===== config.mk =====
export PLATFORM = sky130hd
export DESIGN_NAME = cfgerr_handler
export DESIGN_NICKNAME = d
export VERILOG_FILES = /design/src/rtl/cfgerr_pkg.sv /design/src/rtl/cfgerr_cpl.sv /design/src/rtl/cfgerr_msg_dec.sv /design/src/rtl/cfgerr_status.sv /design/src/rtl/cfgerr_irq.sv /design/src/rtl/cfgerr_handler.sv
export SDC_FILE = /design/constraint.sdc
export NUM_CORES = 1
export LEC_CHECK = 0
export BUFFER_PORTS_ARGS = -buffer_cell sky130_fd_sc_hd__buf_2
export CAP_MARGIN = 20
export CORE_AREA = 2 2 39 41
export DETAILED_ROUTE_END_ITERATION = 6
export DIE_AREA = 0 0 41 43
export GPL_ROUTABILITY_DRIVEN = 0
export HOLD_SLACK_MARGIN = 0.12
export PLACE_DENSITY = 0.65
export SETUP_SLACK_MARGIN = 0.5
export SLEW_MARGIN = 5
export SYNTH_ARGS = -nofsm -noshare
export SYNTH_HDL_FRONTEND = slang
export SYNTH_SLANG_ARGS = --single-unit

===== constraint.sdc =====
create_clock -name clk -period 0.8 [get_ports clk]
set_input_delay 0.04 -clock clk [delete_from_list [all_inputs] [get_ports clk]]
set_output_delay 0.04 -clock clk [all_outputs]
set_load 0.01 [all_outputs]

===== src/rtl/cfgerr_pkg.sv =====
package cfgerr_pkg;
   localparam int ST_W     = 5;
   localparam int ST_MABT  = 0;
   localparam int ST_TABT  = 1;
   localparam int ST_RDERR = 2;
   localparam int ST_WCMPL = 3;
   localparam int ST_WBRG  = 4;

   localparam int SRC_W     = 2;
   localparam int SRC_SPLIT = 0;
   localparam int SRC_PAR   = 1;

   typedef logic [ST_W-1:0]  st_vec_t;
   typedef logic [SRC_W-1:0] src_vec_t;

   typedef struct packed {
      logic vld;
      logic abort;
   } cpl_t;
endpackage


===== src/rtl/cfgerr_cpl.sv =====
module cfgerr_cpl
   import cfgerr_pkg::*;
(
   input  logic    clk,
   input  logic    rst_n,
   input  logic    done_i,
   input  logic    is_write_i,
   input  logic    mabort_i,
   input  logic    tabort_i,
   input  logic    uerr_i,
   output cpl_t    cpl_o,
   output logic    set_mabt_o,
   output logic    set_tabt_o,
   output logic    set_rderr_o
);
   logic rd_done;
   cpl_t cpl_q;

   assign rd_done     = done_i & ~is_write_i;
   assign set_mabt_o  = rd_done & mabort_i;
   assign set_tabt_o  = rd_done & tabort_i;
   assign set_rderr_o = rd_done & uerr_i;

   always_ff @(posedge clk) begin
      if (!rst_n) begin
         cpl_q <= '0;
      end else begin
         cpl_q.vld   <= done_i;
         cpl_q.abort <= set_mabt_o | set_tabt_o | set_rderr_o;
      end
   end

   assign cpl_o = cpl_q;

   AST_RD_MABT: assert property (@(posedge clk) disable iff (!rst_n)
      (done_i && !is_write_i && mabort_i) |=> (cpl_o.vld && cpl_o.abort));
   AST_RD_TABT: assert property (@(posedge clk) disable iff (!rst_n)
      (done_i && !is_write_i && tabort_i) |=> (cpl_o.vld && cpl_o.abort));
   AST_RD_UERR: assert property (@(posedge clk) disable iff (!rst_n)
      (done_i && !is_write_i && uerr_i) |=> (cpl_o.vld && cpl_o.abort));
   AST_WR_OK: assert property (@(posedge clk) disable iff (!rst_n)
      (done_i && is_write_i) |=> (cpl_o.vld && !cpl_o.abort));
   AST_NO_SPURIOUS_CPL: assert property (@(posedge clk) disable iff (!rst_n)
      !done_i |=> !cpl_o.vld);
endmodule


===== src/rtl/cfgerr_msg_dec.sv =====
module cfgerr_msg_dec #(
   parameter int CLASS_W    = 4,
   parameter int INDEX_W    = 8,
   parameter int CMPL_CLASS = 2,
   parameter int CMPL_INDEX = 1,
   parameter int BRG_CLASS  = 1,
   parameter int BRG_INDEX  = 2
) (
   input  logic               msg_vld_i,
   input  logic [CLASS_W-1:0] msg_class_i,
   input  logic [INDEX_W-1:0] msg_index_i,
   input  logic               par_en_i,
   output logic               set_cmpl_o,
   output logic               set_brg_o
);
   localparam logic [CLASS_W-1:0] CMPL_C = CLASS_W'(CMPL_CLASS);
   localparam logic [INDEX_W-1:0] CMPL_I = INDEX_W'(CMPL_INDEX);
   localparam logic [CLASS_W-1:0] BRG_C  = CLASS_W'(BRG_CLASS);
   localparam logic [INDEX_W-1:0] BRG_I  = INDEX_W'(BRG_INDEX);

   if (CLASS_W < 2 || CLASS_W > 8) begin : g_bad_class_w
      $error("cfgerr_msg_dec: CLASS_W out of range");
   end
   if (INDEX_W < 2 || INDEX_W > 16) begin : g_bad_index_w
      $error("cfgerr_msg_dec: INDEX_W out of range");
   end
   if (CMPL_CLASS >= (1 << CLASS_W) || BRG_CLASS >= (1 << CLASS_W)) begin : g_bad_class
      $error("cfgerr_msg_dec: class code does not fit CLASS_W");
   end
   if (CMPL_INDEX >= (1 << INDEX_W) || BRG_INDEX >= (1 << INDEX_W)) begin : g_bad_index
      $error("cfgerr_msg_dec: index code does not fit INDEX_W");
   end
   if (CMPL_CLASS == BRG_CLASS && CMPL_INDEX == BRG_INDEX) begin : g_same_pair
      $error("cfgerr_msg_dec: the two recognised pairs must differ");
   end

   logic hit_cmpl, hit_brg, accept;

   assign accept     = msg_vld_i & par_en_i;
   assign hit_cmpl   = (msg_class_i == CMPL_C) && (msg_index_i == CMPL_I);
   assign hit_brg    = (msg_class_i == BRG_C)  && (msg_index_i == BRG_I);
   assign set_cmpl_o = accept & hit_cmpl;
   assign set_brg_o  = accept & hit_brg;

   always_comb begin
      AST_ONE_WRITE_KIND: assert (!(set_cmpl_o && set_brg_o));
   end
endmodule


===== src/rtl/cfgerr_status.sv =====
module cfgerr_status #(
   parameter int W = 5
) (
   input  logic         clk,
   input  logic         rst_n,
   input  logic [W-1:0] set_i,
   input  logic         clr_vld_i,
   input  logic [W-1:0] clr_bits_i,
   output logic [W-1:0] st_o
);
   if (W < 1) begin : g_bad_w
      $error("cfgerr_status: W must be positive");
   end

   logic [W-1:0] clr;
   assign clr = clr_bits_i & {W{clr_vld_i}};

   for (genvar i = 0; i < W; i++) begin : g_bit
      logic q;
      always_ff @(posedge clk) begin
         if (!rst_n)       q <= 1'b0;
         else if (set_i[i]) q <= 1'b1;
         else if (clr[i])  q <= 1'b0;
      end
      assign st_o[i] = q;

      AST_STICKY: assert property (@(posedge clk) disable iff (!rst_n)
         (q && !clr[i]) |=> q);
      AST_SET_WINS: assert property (@(posedge clk) disable iff (!rst_n)
         set_i[i] |=> q);
      AST_NO_SELF_SET: assert property (@(posedge clk) disable iff (!rst_n)
         (!q && !set_i[i]) |=> !q);
   end
endmodule


===== src/rtl/cfgerr_irq.sv =====
module cfgerr_irq
   import cfgerr_pkg::*;
#(
   parameter bit IRQ_REG = 1'b1
) (
   input  logic     clk,
   input  logic     rst_n,
   input  st_vec_t  st_i,
   input  src_vec_t en_i,
   output logic     irq_o
);
   src_vec_t src;
   logic     irq_d;

   assign src[SRC_SPLIT] = st_i[ST_WCMPL] | st_i[ST_WBRG];
   assign src[SRC_PAR]   = st_i[ST_RDERR];
   assign irq_d          = |(src & en_i);

   if (IRQ_REG) begin : g_reg
      logic irq_q;
      always_ff @(posedge clk) begin
         if (!rst_n) irq_q <= 1'b0;
         else        irq_q <= irq_d;
      end
      assign irq_o = irq_q;

      AST_IRQ_FOLLOWS: assert property (@(posedge clk) disable iff (!rst_n)
         irq_d |=> irq_o);
      AST_IRQ_QUIET: assert property (@(posedge clk) disable iff (!rst_n)
         !irq_d |=> !irq_o);
   end else begin : g_comb
      assign irq_o = irq_d;
   end
endmodule


===== src/rtl/cfgerr_handler.sv =====
module cfgerr_handler
   import cfgerr_pkg::*;
#(
   parameter int CLASS_W    = 4,
   parameter int INDEX_W    = 8,
   parameter int CMPL_CLASS = 2,
   parameter int CMPL_INDEX = 1,
   parameter int BRG_CLASS  = 1,
   parameter int BRG_INDEX  = 2,
   parameter bit IRQ_REG    = 1'b1
) (
   input  logic               clk,
   input  logic               rst_n,
   input  logic               done_i,
   input  logic               is_write_i,
   input  logic               mabort_i,
   input  logic               tabort_i,
   input  logic               uerr_i,
   input  logic               par_en_i,
   input  logic               msg_vld_i,
   input  logic [CLASS_W-1:0] msg_class_i,
   input  logic [INDEX_W-1:0] msg_index_i,
   input  logic               clr_vld_i,
   input  logic [4:0]         clr_bits_i,
   input  logic [1:0]         irq_en_i,
   output logic               cpl_vld_o,
   output logic               cpl_abort_o,
   output logic [4:0]         status_o,
   output logic               irq_o
);
   cpl_t    cpl;
   st_vec_t set_v, st;
   logic    set_mabt, set_tabt, set_rderr, set_cmpl, set_brg;

   cfgerr_cpl u_cpl (
      .clk         (clk),
      .rst_n       (rst_n),
      .done_i      (done_i),
      .is_write_i  (is_write_i),
      .mabort_i    (mabort_i),
      .tabort_i    (tabort_i),
      .uerr_i      (uerr_i),
      .cpl_o       (cpl),
      .set_mabt_o  (set_mabt),
      .set_tabt_o  (set_tabt),
      .set_rderr_o (set_rderr)
   );

   cfgerr_msg_dec #(
      .CLASS_W    (CLASS_W),
      .INDEX_W    (INDEX_W),
      .CMPL_CLASS (CMPL_CLASS),
      .CMPL_INDEX (CMPL_INDEX),
      .BRG_CLASS  (BRG_CLASS),
      .BRG_INDEX  (BRG_INDEX)
   ) u_dec (
      .msg_vld_i   (msg_vld_i),
      .msg_class_i (msg_class_i),
      .msg_index_i (msg_index_i),
      .par_en_i    (par_en_i),
      .set_cmpl_o  (set_cmpl),
      .set_brg_o   (set_brg)
   );

   always_comb begin
      set_v           = '0;
      set_v[ST_MABT]  = set_mabt;
      set_v[ST_TABT]  = set_tabt;
      set_v[ST_RDERR] = set_rderr;
      set_v[ST_WCMPL] = set_cmpl;
      set_v[ST_WBRG]  = set_brg;
   end

   cfgerr_status #(.W(ST_W)) u_st (
      .clk        (clk),
      .rst_n      (rst_n),
      .set_i      (set_v),
      .clr_vld_i  (clr_vld_i),
      .clr_bits_i (clr_bits_i),
      .st_o       (st)
   );

   cfgerr_irq #(.IRQ_REG(IRQ_REG)) u_irq (
      .clk   (clk),
      .rst_n (rst_n),
      .st_i  (st),
      .en_i  (irq_en_i),
      .irq_o (irq_o)
   );

   assign cpl_vld_o   = cpl.vld;
   assign cpl_abort_o = cpl.abort;
   assign status_o    = st;

   AST_PAR_GATE_CMPL: assert property (@(posedge clk) disable iff (!rst_n)
      (!par_en_i && !status_o[ST_WCMPL]) |=> !status_o[ST_WCMPL]);
   AST_PAR_GATE_BRG: assert property (@(posedge clk) disable iff (!rst_n)
      (!par_en_i && !status_o[ST_WBRG]) |=> !status_o[ST_WBRG]);
   AST_WR_NO_STATUS: assert property (@(posedge clk) disable iff (!rst_n)
      (done_i && is_write_i && !msg_vld_i && !clr_vld_i) |=> $stable(status_o));
endmodule


==> out/qor.txt <==
Slew @ Worst Pin -> 185 ps
pre-CTS WS -> 62.6 ps
Tcrit/Tclk final -> 0.931
number of synthesized flops with an enable pin -> 0
Crit path buffers/inverters -> 1
Crit. path cell count -> 1
Sink Count -> 8
Num CTS Buffers -> 3
footprint of the multi-input gates -> 194 µm²
placed cells -> 87
ANT nets after route -> 0
Die ar. -> 1760 µm²
Final Max Tran Viols -> 0
Post-synth top flop -> dfxtp_1
drt total wl -> 926 µm
Max Freq -> 1340 MHz
Worst Skew -> 0.0692 ps
Post-route DRC -> 0
Design Power -> 0.903 mW
Yosys reg bits -> 8
Tmin final -> 745 ps
fraction of layout cells with a size suffix above 1 -> 0.689
largest stage delay on the critical path -> 340 ps
VDD IR max -> 578 µV
final hold violations -> 0
Detail Placement HPWL -> 742 µm
Yosys cell types -> 16
power per standard cell area -> 1390 nW/µm²
WL/cell -> 10.3 µm
vias in the first global route -> 383
GRT Overall Usage -> 0.129
CP max stage cell -> dfxtp_2
synthesized area per cell -> 9.35 µm²
filler instances -> 127
Final nets -> 105
worst setup path class -> flip-flop to output pin
n_diodes -> 0
setup violators final -> 0
status -> completed
crit end category -> output pin
P&R area growth vs syn -> 73.2%
RSZ-0062 raised after global routing -> true
FF/Latch Area -> 169 µm²
Longest Clk Path Bufs -> 2
FFs w/ async S/R, synth -> 0
TritonRoute pass-1 iters -> 2
Core Footprint -> 1380 µm²
Die Ht -> 43 µm
CP top delay family -> flip-flops
Final Worst Setup Slack -> 55.0 ps
worst skew pair latency -> 250 ps
DIE WIDTH -> 41 µm
initial antenna violation count -> 0
CTS tree -> built
WP data required -> 760 ps
num ports -> 37
vias -> 418
R2R setup slack -> 160 ps
Crit Path Max Fanout -> 2
CP startpoint kind -> flip-flop
Layout Cells excl Fill -> 90
critical path, cell by cell -> buf_6
syn nets -> 69
# Post-CTS Setup Buffers -> 0
Static Leakage -> 0.299 nW
Worst EP arrival -> 710 ps
maxcap violations -> 0
Seq/Total Area, Yosys -> 0.428
vias per std cell -> 4.64
hold_ws -> 1.07 ps
floorplan row count -> 14
slew margin rel. -> 0.876
setup_tns -> 0 ps
Yosys warning total -> 0
H-tree Lvls -> 1
area of the mapped netlist -> 374 µm²
Starting Density -> 0.270
Worst Reg2Reg Path Length in Cells -> 2
Mapped Cells -> 40
first-pass GRT wire length -> 1500 µm
CTS clk-pin slew, worst paths -> 60 ps
initial DRC count -> 3
Worst Hold Depth -> 2
Worst Hold Class -> input pin to flip-flop
Overflow after GRT -> 0
root buffer cell -> clkbuf_4
I/O Buffers -> 36
largest net degree at the start of global routing -> 10
## layout by cell type (no fill, tap or decap), drive strengths merged
cell / Yosys / routed
nand2: 6 / 6
a21boi: 1 / 1
and2: 1 / 1
nand4: 1 / 1
nand3: 2 / 2
buf: 5 / 36
o21ai: 3 / 3
a22oi: 3 / 3
o311a: 1 / 1
nand4bb: 2 / 2
nor2: 1 / 1
clkbuf: 0 / 3
and4bb: 1 / 1
nor2b: 4 / 4
nor4: 1 / 1
dfxtp: 8 / 8
## layout make-up
type                    instances  area share
multi-input cells              27       0.299
well taps                      16      0.0309
repair buffers                 36       0.375
flip-flops and latches          8       0.261
clock buffers                   3      0.0347
## Yosys cell counts, types with 2 or more instances
master / number / area share
nand2_1: 6 / 0.060
a22oi_1: 3 / 0.060
o21ai_1: 2 / 0.027
dfxtp_1: 8 / 0.43
nand3_1: 2 / 0.027
buf_4: 5 / 0.10
nand4bb_1: 2 / 0.060
nor2b_1: 4 / 0.067
## logic make-up after synthesis
family / count (synthesis) / synth area share
buffers and inverters: 5 / 0.100
and+or+nand+nor: 19 / 0.324
DFF: 8 / 0.428
AOI/OAI and AO/OA: 8 / 0.147
## through the flow
stage	utilization	instance area [µm²]
after floorplan	-	394
after global placement	0.394	546
after detailed placement	0.394	546
after CTS	0.464	642
after global routing	0.468	648
final	0.468	648
## repair_timing
| action | CTS | global route |
|---|---|---|
| gates resized for setup | 15 | 1 |
| endpoints found under the setup margin | 15 | 15 |
| pin swaps | 3 | 1 |
| hold endpoints to repair | 8 | 8 |
## path summary, 6_finish.rpt
path,start,endpoint
min,done_i,u_cpl.cpl_o[1]$_SDFF_PN0_
min reg2reg,u_st.g_bit[2].q$_SDFFE_PN0P_,u_irq.irq_o$_SDFF_PN0_
max reg2reg,u_st.g_bit[4].q$_SDFFE_PN0P_,u_irq.irq_o$_SDFF_PN0_
max,u_st.g_bit[1].q$_SDFFE_PN0P_,status_o[1]
## power breakdown
part	internal [mW]	switching (mW)
Sequential	0.413	0.00788
Clock	0.172	0.144
Combinational	0.107	0.0583
## sequential cells by signal (all words and copies together) (netlist names)
name and flops:
u_cpl.cpl_o 2, u_irq.irq_o 1, u_st.g_bit.q 5
## per-layer routing
layer	global-route usage	vias up	wire length, µm
li1	-	209	-
met1	0.142	179	354
met2	0.191	28	439
met3	0.0419	2	120
met4	0.100	0	12
met5	0	-	0
Note: power is estimated with default switching activity, not from simulation.
